[src/rtl/sockctl_pkg.sv]
package sockctl_pkg;
  localparam int unsigned PTR_W  = 16;
  localparam int unsigned BYTE_W = 8;
  localparam int unsigned MIN_LG = 10;

  // per-socket register offsets
  localparam logic [7:0] OFF_MODE   = 8'h00;
  localparam logic [7:0] OFF_CMD    = 8'h01;
  localparam logic [7:0] OFF_STAT   = 8'h03;
  localparam logic [7:0] OFF_FREE_H = 8'h20;
  localparam logic [7:0] OFF_FREE_L = 8'h21;
  localparam logic [7:0] OFF_TXR_H  = 8'h22;
  localparam logic [7:0] OFF_TXR_L  = 8'h23;
  localparam logic [7:0] OFF_TXW_H  = 8'h24;
  localparam logic [7:0] OFF_TXW_L  = 8'h25;
  localparam logic [7:0] OFF_RSZ_H  = 8'h26;
  localparam logic [7:0] OFF_RSZ_L  = 8'h27;
  localparam logic [7:0] OFF_RXR_H  = 8'h28;
  localparam logic [7:0] OFF_RXR_L  = 8'h29;

  typedef enum logic [7:0] {
    CMD_OPEN  = 8'h01,
    CMD_CLOSE = 8'h10,
    CMD_SEND  = 8'h20,
    CMD_RECV  = 8'h40
  } sock_cmd_e;

  localparam logic [3:0] PROTO_IPRAW  = 4'h3;
  localparam logic [3:0] PROTO_MACRAW = 4'h4;

  localparam logic [7:0] ST_CLOSED = 8'h00;
  localparam logic [7:0] ST_IPRAW  = 8'h32;
  localparam logic [7:0] ST_MACRAW = 8'h42;

  typedef logic [PTR_W-1:0] ptr_t;
endpackage

[src/rtl/sock_addr_dec.sv]
module sock_addr_dec #(
  parameter int unsigned ADDR_W    = 16,
  parameter int unsigned NUM_SOCK  = 4,
  parameter int unsigned BASE      = 16'h0400,
  parameter int unsigned STRIDE_LG = 8,
  localparam int unsigned IDX_W    = $clog2(NUM_SOCK)
) (
  input  logic [ADDR_W-1:0]    addr,
  output logic                 hit,
  output logic [IDX_W-1:0]     idx,
  output logic [STRIDE_LG-1:0] off
);
  logic [ADDR_W-1:0] rel;
  logic [ADDR_W-1:0] slot;

  always_comb begin
    rel  = addr - ADDR_W'(BASE);
    slot = rel >> STRIDE_LG;
    hit  = (slot < ADDR_W'(NUM_SOCK));
    idx  = rel[STRIDE_LG +: IDX_W];
    off  = rel[STRIDE_LG-1:0];
  end
endmodule

[src/rtl/sock_ring_calc.sv]
module sock_ring_calc #(
  parameter int unsigned PTR_W  = 16,
  parameter int unsigned CODE_W = 2,
  parameter int unsigned MIN_LG = 10
) (
  input  logic [PTR_W-1:0]  wr_ptr,
  input  logic [PTR_W-1:0]  rd_ptr,
  input  logic [CODE_W-1:0] code,
  output logic [PTR_W-1:0]  size,
  output logic [PTR_W-1:0]  mask,
  output logic [PTR_W-1:0]  used
);
  always_comb begin
    size = PTR_W'(1) << (MIN_LG + 32'(code));
    mask = size - PTR_W'(1);
    // two's complement difference masked to the ring = diff (+size if negative)
    used = (wr_ptr - rd_ptr) & mask;
  end
endmodule

[src/rtl/sock_slot.sv]
module sock_slot
  import sockctl_pkg::*;
#(
  parameter int unsigned CODE_W = 2,
  parameter int unsigned OFF_W  = 8
) (
  input  logic              clk,
  input  logic              rst,
  input  logic              wr_sel,
  input  logic [OFF_W-1:0]  off,
  input  logic [BYTE_W-1:0] wdata,
  input  logic [CODE_W-1:0] tx_code,
  input  logic [CODE_W-1:0] rx_code,
  input  ptr_t              rx_wr_ptr,
  output logic [BYTE_W-1:0] rd_byte,
  output logic              send_fire,
  output ptr_t              send_start,
  output ptr_t              send_len
);
  logic [BYTE_W-1:0] mode_q, cmd_q, stat_q;
  ptr_t txr_q, txw_q, rxr_q, rsz_q, origin_q;
  ptr_t tx_size, tx_mask, tx_used;
  ptr_t rx_size, rx_mask, rx_used;
  ptr_t rx_fill, tx_free;
  logic [7:0] off8;

  assign off8    = 8'(off);
  assign rx_fill = rx_wr_ptr - origin_q;
  assign tx_free = tx_size - tx_used;

  sock_ring_calc #(.PTR_W(PTR_W), .CODE_W(CODE_W), .MIN_LG(MIN_LG)) u_tx_ring (
    .wr_ptr(txw_q), .rd_ptr(txr_q), .code(tx_code),
    .size(tx_size), .mask(tx_mask), .used(tx_used)
  );

  sock_ring_calc #(.PTR_W(PTR_W), .CODE_W(CODE_W), .MIN_LG(MIN_LG)) u_rx_ring (
    .wr_ptr(rx_fill), .rd_ptr(rxr_q), .code(rx_code),
    .size(rx_size), .mask(rx_mask), .used(rx_used)
  );

  always_ff @(posedge clk) begin
    if (rst) begin
      mode_q     <= '0;
      cmd_q      <= '0;
      stat_q     <= ST_CLOSED;
      txr_q      <= '0;
      txw_q      <= '0;
      rxr_q      <= '0;
      rsz_q      <= '0;
      origin_q   <= '0;
      send_fire  <= 1'b0;
      send_start <= '0;
      send_len   <= '0;
    end else begin
      send_fire <= 1'b0;
      if (wr_sel) begin
        unique case (off8)
          OFF_MODE:  mode_q <= wdata;
          OFF_CMD: begin
            cmd_q <= wdata;
            case (wdata)
              CMD_OPEN: begin
                if (mode_q[3:0] == PROTO_IPRAW)       stat_q <= ST_IPRAW;
                else if (mode_q[3:0] == PROTO_MACRAW) stat_q <= ST_MACRAW;
                txr_q    <= '0;
                txw_q    <= '0;
                rxr_q    <= '0;
                rsz_q    <= '0;
                origin_q <= rx_wr_ptr;
              end
              CMD_CLOSE: stat_q <= ST_CLOSED;
              CMD_SEND: begin
                txr_q <= txw_q;
                if (stat_q == ST_IPRAW || stat_q == ST_MACRAW) begin
                  send_fire  <= 1'b1;
                  send_start <= txr_q & tx_mask;
                  send_len   <= tx_used;
                end
              end
              CMD_RECV:  rsz_q <= rx_used;
              default: ;
            endcase
          end
          OFF_TXW_H: txw_q[15:8] <= wdata;
          OFF_TXW_L: txw_q[7:0]  <= wdata;
          OFF_RXR_H: rxr_q[15:8] <= wdata;
          OFF_RXR_L: rxr_q[7:0]  <= wdata;
          default: ;
        endcase
      end
    end
  end

  always_comb begin
    unique case (off8)
      OFF_MODE:   rd_byte = mode_q;
      OFF_CMD:    rd_byte = cmd_q;
      OFF_STAT:   rd_byte = stat_q;
      OFF_FREE_H: rd_byte = tx_free[15:8];
      OFF_FREE_L: rd_byte = tx_free[7:0];
      OFF_TXR_H:  rd_byte = txr_q[15:8];
      OFF_TXR_L:  rd_byte = txr_q[7:0];
      OFF_TXW_H:  rd_byte = txw_q[15:8];
      OFF_TXW_L:  rd_byte = txw_q[7:0];
      OFF_RSZ_H:  rd_byte = rsz_q[15:8];
      OFF_RSZ_L:  rd_byte = rsz_q[7:0];
      OFF_RXR_H:  rd_byte = rxr_q[15:8];
      OFF_RXR_L:  rd_byte = rxr_q[7:0];
      default:    rd_byte = '0;
    endcase
  end
endmodule

[src/rtl/socket_cmd_ctrl.sv]
module socket_cmd_ctrl
  import sockctl_pkg::*;
#(
  parameter int unsigned NUM_SOCK  = 4,
  parameter int unsigned ADDR_W    = 16,
  parameter int unsigned SOCK_BASE = 16'h0400,
  parameter int unsigned STRIDE_LG = 8,
  parameter int unsigned CODE_W    = 2,
  localparam int unsigned IDX_W    = $clog2(NUM_SOCK)
) (
  input  logic                       clk,
  input  logic                       rst,
  input  logic                       host_wr,
  input  logic                       host_rd,
  input  logic [ADDR_W-1:0]          host_addr,
  input  logic [BYTE_W-1:0]          host_wdata,
  output logic [BYTE_W-1:0]          host_rdata,
  input  logic [NUM_SOCK*CODE_W-1:0] tx_size_code,
  input  logic [NUM_SOCK*CODE_W-1:0] rx_size_code,
  input  logic [NUM_SOCK*PTR_W-1:0]  rx_wr_ptr,
  output logic                       send_valid,
  output logic [IDX_W-1:0]           send_sock,
  output logic [PTR_W-1:0]           send_start,
  output logic [PTR_W-1:0]           send_len
);
  logic                 dec_hit;
  logic [IDX_W-1:0]     dec_idx;
  logic [STRIDE_LG-1:0] dec_off;

  logic [BYTE_W-1:0] slot_rd    [NUM_SOCK];
  logic              slot_fire  [NUM_SOCK];
  ptr_t              slot_start [NUM_SOCK];
  ptr_t              slot_len   [NUM_SOCK];

  sock_addr_dec #(
    .ADDR_W(ADDR_W), .NUM_SOCK(NUM_SOCK), .BASE(SOCK_BASE), .STRIDE_LG(STRIDE_LG)
  ) u_dec (
    .addr(host_addr), .hit(dec_hit), .idx(dec_idx), .off(dec_off)
  );

  for (genvar g = 0; g < NUM_SOCK; g++) begin : g_slot
    logic sel;
    assign sel = host_wr && dec_hit && (dec_idx == IDX_W'(g));
    sock_slot #(.CODE_W(CODE_W), .OFF_W(STRIDE_LG)) u_slot (
      .clk       (clk),
      .rst       (rst),
      .wr_sel    (sel),
      .off       (dec_off),
      .wdata     (host_wdata),
      .tx_code   (tx_size_code[g*CODE_W +: CODE_W]),
      .rx_code   (rx_size_code[g*CODE_W +: CODE_W]),
      .rx_wr_ptr (rx_wr_ptr[g*PTR_W +: PTR_W]),
      .rd_byte   (slot_rd[g]),
      .send_fire (slot_fire[g]),
      .send_start(slot_start[g]),
      .send_len  (slot_len[g])
    );
  end

  always_ff @(posedge clk) begin
    if (rst) host_rdata <= '0;
    else if (host_rd && dec_hit) host_rdata <= slot_rd[dec_idx];
    else host_rdata <= '0;
  end

  // only one command write per cycle, so at most one slot fires
  always_comb begin
    send_valid = 1'b0;
    send_sock  = '0;
    send_start = '0;
    send_len   = '0;
    for (int i = 0; i < NUM_SOCK; i++) begin
      if (slot_fire[i]) begin
        send_valid = 1'b1;
        send_sock  = IDX_W'(i);
        send_start = slot_start[i];
        send_len   = slot_len[i];
      end
    end
  end
endmodule

[config.mk]
export PLATFORM = sky130hd
export DESIGN_NAME = socket_cmd_ctrl
export DESIGN_NICKNAME = d
export VERILOG_FILES = /design/src/rtl/sockctl_pkg.sv /design/src/rtl/sock_addr_dec.sv /design/src/rtl/sock_ring_calc.sv /design/src/rtl/sock_slot.sv /design/src/rtl/socket_cmd_ctrl.sv
export SDC_FILE = /design/constraint.sdc
export NUM_CORES = 2
export LEC_CHECK = 0
export BUFFER_PORTS_ARGS = -buffer_cell sky130_fd_sc_hd__buf_2
export CAP_MARGIN = 20
export CORE_ASPECT_RATIO = 0.9
export CORE_UTILIZATION = 30
export CTS_BUF_LIST = sky130_fd_sc_hd__clkbuf_16
export DETAILED_ROUTE_END_ITERATION = 6
export GPL_ROUTABILITY_DRIVEN = 0
export SKIP_LAST_GASP = 1
export SLEW_MARGIN = 15
export SYNTH_ARGS = -nofsm -noshare
export SYNTH_HDL_FRONTEND = slang
export SYNTH_SLANG_ARGS = --single-unit
[constraint.sdc]
create_clock -name clk -period 4.7 [get_ports clk]
set_input_delay 0.235 -clock clk [delete_from_list [all_inputs] [get_ports clk]]
set_output_delay 0.235 -clock clk [all_outputs]
set_load 0.02 [all_outputs]
==> metrics.md <==
| Metric | Value |
|---|---|
| Cells after synthesis | `4325` |
| Internal cell power | `7550 uW` |
| Final core occ | `34.9%` |
| Clock buffer depth | `3` |
| Crit path launch type | `register` |
| Crit end category | `register` |
| Post-CTS Repair Setup Buffers | `0` |
| Fin crit period | `4.04 ns` |
| VDD IR max | `0.000196 V` |
| Net Switching | `2630 uW` |
| I/O Buffers | `146` |
| Run status | `complete, but fails checks` |
| CTS sink count | `532` |
| Final hold viol count | `0` |
| Avg Inst Size Synth | `7.79 um2` |
| Clock Pin Slew Worst Setup and Hold Paths | `0.07 ns` |
| Clock group share of total power | `48.2%` |
| Starting Density | `30.3%` |
| Vias | `33000` |
| Relative slew slack | `24.9%` |
| Worst Clk Skew | `0.0279 ns` |
| Die Ht | `320 um` |
| WS Path Type | `register to register` |
| GRT Resource Usage Total | `22.1%` |
| DRC viols | `53` |
| Max Freq | `247 MHz` |
| Slew Viols, Final | `0` |
| #FFs+latches synth | `532` |
| H-tree levels | `3` |
| Vias in the first global route | `29900` |
| Final TNS setup | `0 ns` |
| Min-Delay Path Class | `input pin to register` |
| Total core area | `0.111 mm2` |
| # rows | `116` |
| Pwr dens | `262 mW/mm2` |
| Violated checks | `DRC` |
| Vias per inst | `5.52` |
| Max-cap violations | `0` |
| Largest net degree at the start of global routing | `169` |
| Global-route wire length before repair | `192000 um` |
| Die area | `0.114 mm2` |
| Final ANT Viol Nets | `0` |
| Synth warnings | `0` |
| Top_reg_cell synth | `dfxtp_1` |
| Combinational share of power | `7.5%` |
| Final nets | `4803` |
| P&R area growth vs syn | `15.2%` |
| Worst-margin pin slew | `1.12 ns` |
| Fin crit share | `86.0%` |
| Seq/Total Area, Yosys | `31.6%` |
| Req. time, crit path | `5.17 ns` |
| Clock Root Buffer | `clkbuf_16` |
| Initial antenna violation count | `18` |
| Mapped Area | `0.0337 mm2` |
| Share of cells above drive strength 1 | `9.79%` |
| DR pass1 iterations | `7` |
| Data arrival time of the critical path | `4.51 ns` |
| Wire per inst | `21.7 um` |
| Number of top-level pins | `151` |
| Grt ovf | `0` |
| Clk Latency, worst-skew pair | `0.63 ns` |
| Synth unique cells | `107` |
| TritonCTS clock tree | `yes` |
| Final wirelength | `129000 um` |
| RSZ-0062 raised after global routing | `no` |
| Worst-path fanout max | `8` |
| Die W | `355 um` |
| Final Setup Violations | `0` |
| Sequential Power Share | `44.3%` |
| First DRT Iteration DRCs | `4440` |
| Sw Share | `25.8%` |
| CTS Buf Count | `66` |
| DP HPWL | `98000 um` |
| Async S/R FF share, synth | `0%` |
| Leak Pwr | `0.0137 uW` |
| Post-synth EDFFs | `0` |
-- timing repair --
action                                  in CTS  in global routing
hold endpoints to repair                    65                  0
resized for setup                            0                  0
endpoints found under the setup margin       0                  0
hold buffers                                69                  0
-- critical path, stage by stage, from the launching register on --
cell,delay [ns]
dfxtp_1,0.49
inv_1,0.08
ha_1,0.43
and3_1,0.21
nand2_1,0.05
o21ai_0,0.41
nor3_1,0.09
or4_1,0.63
and2_1,0.22
o211a_1,0.30
o2111ai_1,0.33
nand2_1,0.23
a31oi_1,0.40
-- final timing paths --
kind                                       from  slack, ns  cells past startpoint                            end
hold / removal                  rx_size_code[0]       0.04                      4     g_slot[0].u_slot.rsz_q[10]
setup reg to reg      g_slot[0].u_slot.txr_q[7]       0.66                     12                  host_rdata[2]
hold reg to reg   g_slot[1].u_slot.send_len[13]       0.45                      2  g_slot[1].u_slot.send_len[13]
setup / recovery      g_slot[0].u_slot.txr_q[7]       0.66                     12                  host_rdata[2]
-- through the flow --
stage	std cells	cell area, um2	setup WS, ns	hold slack [ns]	power, uW
CTS	5966	38800	0.798	0.0149	10200
floorplan	4332	33700	1.40	0.371	5060
finish	5976	38800	0.659	0.0383	10200
detailed placement	5782	36100	0.786	0.444	5310
global placement	5782	36100	0.866	0.438	5300
global route	5975	38800	0.478	0.0634	10500
-- flip-flops by register name, indices dropped and copies added, names as in the netlist --
name and count:
g_slot.u_slot.cmd_q 32, g_slot.u_slot.rsz_q 64, g_slot.u_slot.txr_q 64, g_slot.u_slot.send_fire 4
g_slot.u_slot.origin_q 60, g_slot.u_slot.txw_q 64, g_slot.u_slot.send_len 64, g_slot.u_slot.rxr_q 64
g_slot.u_slot.stat_q 12, g_slot.u_slot.mode_q 32, g_slot.u_slot.send_start 64, host_rdata 8
-- per-layer routing --
metal / GRT usage (%) / routed length (um) / up-vias
li1: - / - / 15400
met1: 32.5 / 58500 / 15600
met2: 30.9 / 51500 / 1714
met3: 6.19 / 15800 / 224
met4: 6.02 / 3440 / 22
met5: 0 / 140 / -
-- kinds of logic after synthesis --
family                     after synthesis  synth area share (%)
and+or+nand+nor                       1659                  22.3
AOI/OAI and AO/OA                     1087                  21.4
DFF                                    532                  31.6
buffers and inverters                  510                  5.84
adders and majority gates              247                  10.6
muxes                                  168                  5.11
xor gates and xnor gates               121                  3.17
other                                    1                0.0111
-- power groups by stage --
stage | clock, uW | sequential, uW | combinational, uW
2_1_floorplan | 0 | 4610 | 447
3_3_place_gp | 0 | 4610 | 696
3_5_place_dp | 0 | 4610 | 704
4_1_cts | 4970 | 4510 | 750
5_1_grt | 5140 | 4510 | 830
6_report | 4910 | 4510 | 766
-- cell type report --
class                   instances  area (um2)
well taps                    1475        1850
clock buffers                  67        1680
inverters                     249         935
fillers                     11700       72500
diodes                          6        15.0
flip-flops and latches        532       10700
repair buffers                309        2190
clock inverters                48         350
multi-input cells            3290       21200
-- cells in the final DEF, fill, tap and decap left out, types with 16 or more instances in the layout --
cell,netlist,routed
nor2_1,571,563
buf_4,0,90
nor2_2,13,20
a221oi_1,47,47
and3_1,59,59
buf_2,42,145
a22o_1,25,25
nand4_1,27,27
nand2_1,565,565
nor3b_1,21,19
dlygate4sd3_1,0,69
dfxtp_1,532,530
o21ai_0,136,136
a21o_1,38,38
and2_1,32,32
inv_1,249,262
nand2b_1,25,25
ha_1,183,183
mux2_2,21,21
or3_1,22,22
a22oi_1,151,151
a211oi_1,36,36
xnor2_1,59,59
a31oi_1,21,21
nand3_1,110,110
o21a_1,16,16
o211ai_1,22,22
xor2_1,61,61
nor3_1,78,75
clkbuf_16,0,67
a21oi_1,397,397
nor2b_1,39,39
fa_1,64,64
or2_2,18,18
mux2i_1,146,146
-- synth_stat cells (8+ instances only) --
library cell | instances | area share (%)
nand2_1 | 565 | 6.3
nor4_1 | 13 | 0.24
dfxtp_1 | 532 | 32
fa_1 | 64 | 3.8
o31ai_1 | 13 | 0.29
a31oi_1 | 21 | 0.39
a311oi_1 | 9 | 0.23
a21oi_1 | 397 | 5.9
a221oi_1 | 47 | 1.2
or4_1 | 8 | 0.18
nor2b_1 | 39 | 0.72
nor2_1 | 571 | 6.4
a222oi_1 | 12 | 0.36
nand3_1 | 110 | 1.6
xor2_1 | 61 | 1.6
nor3_1 | 78 | 1.2
inv_1 | 249 | 2.8
a21boi_0 | 13 | 0.29
mux2i_1 | 146 | 4.3
buf_1 | 8 | 0.089
o211ai_1 | 22 | 0.49
xnor2_1 | 59 | 1.5
o21ai_0 | 136 | 2.0
a41oi_1 | 9 | 0.23
o2111ai_1 | 10 | 0.26
buf_2 | 42 | 0.62
nor2_2 | 13 | 0.24
nand4_1 | 27 | 0.50
o21ai_1 | 11 | 0.16
a22o_1 | 25 | 0.65
o21a_1 | 16 | 0.36
clkbuf_1 | 211 | 2.4
a211oi_1 | 36 | 0.80
ha_1 | 183 | 6.8
and2_1 | 32 | 0.59
mux2_2 | 21 | 0.70
or2_2 | 18 | 0.33
a21o_1 | 38 | 0.85
nor3b_1 | 21 | 0.47
or3_1 | 22 | 0.41
a32oi_1 | 12 | 0.31
nand2b_1 | 25 | 0.46
and3_1 | 59 | 1.1
a22oi_1 | 151 | 3.4
nand3b_1 | 13 | 0.29
No activity file was read; power rests on OpenSTA's default activity.
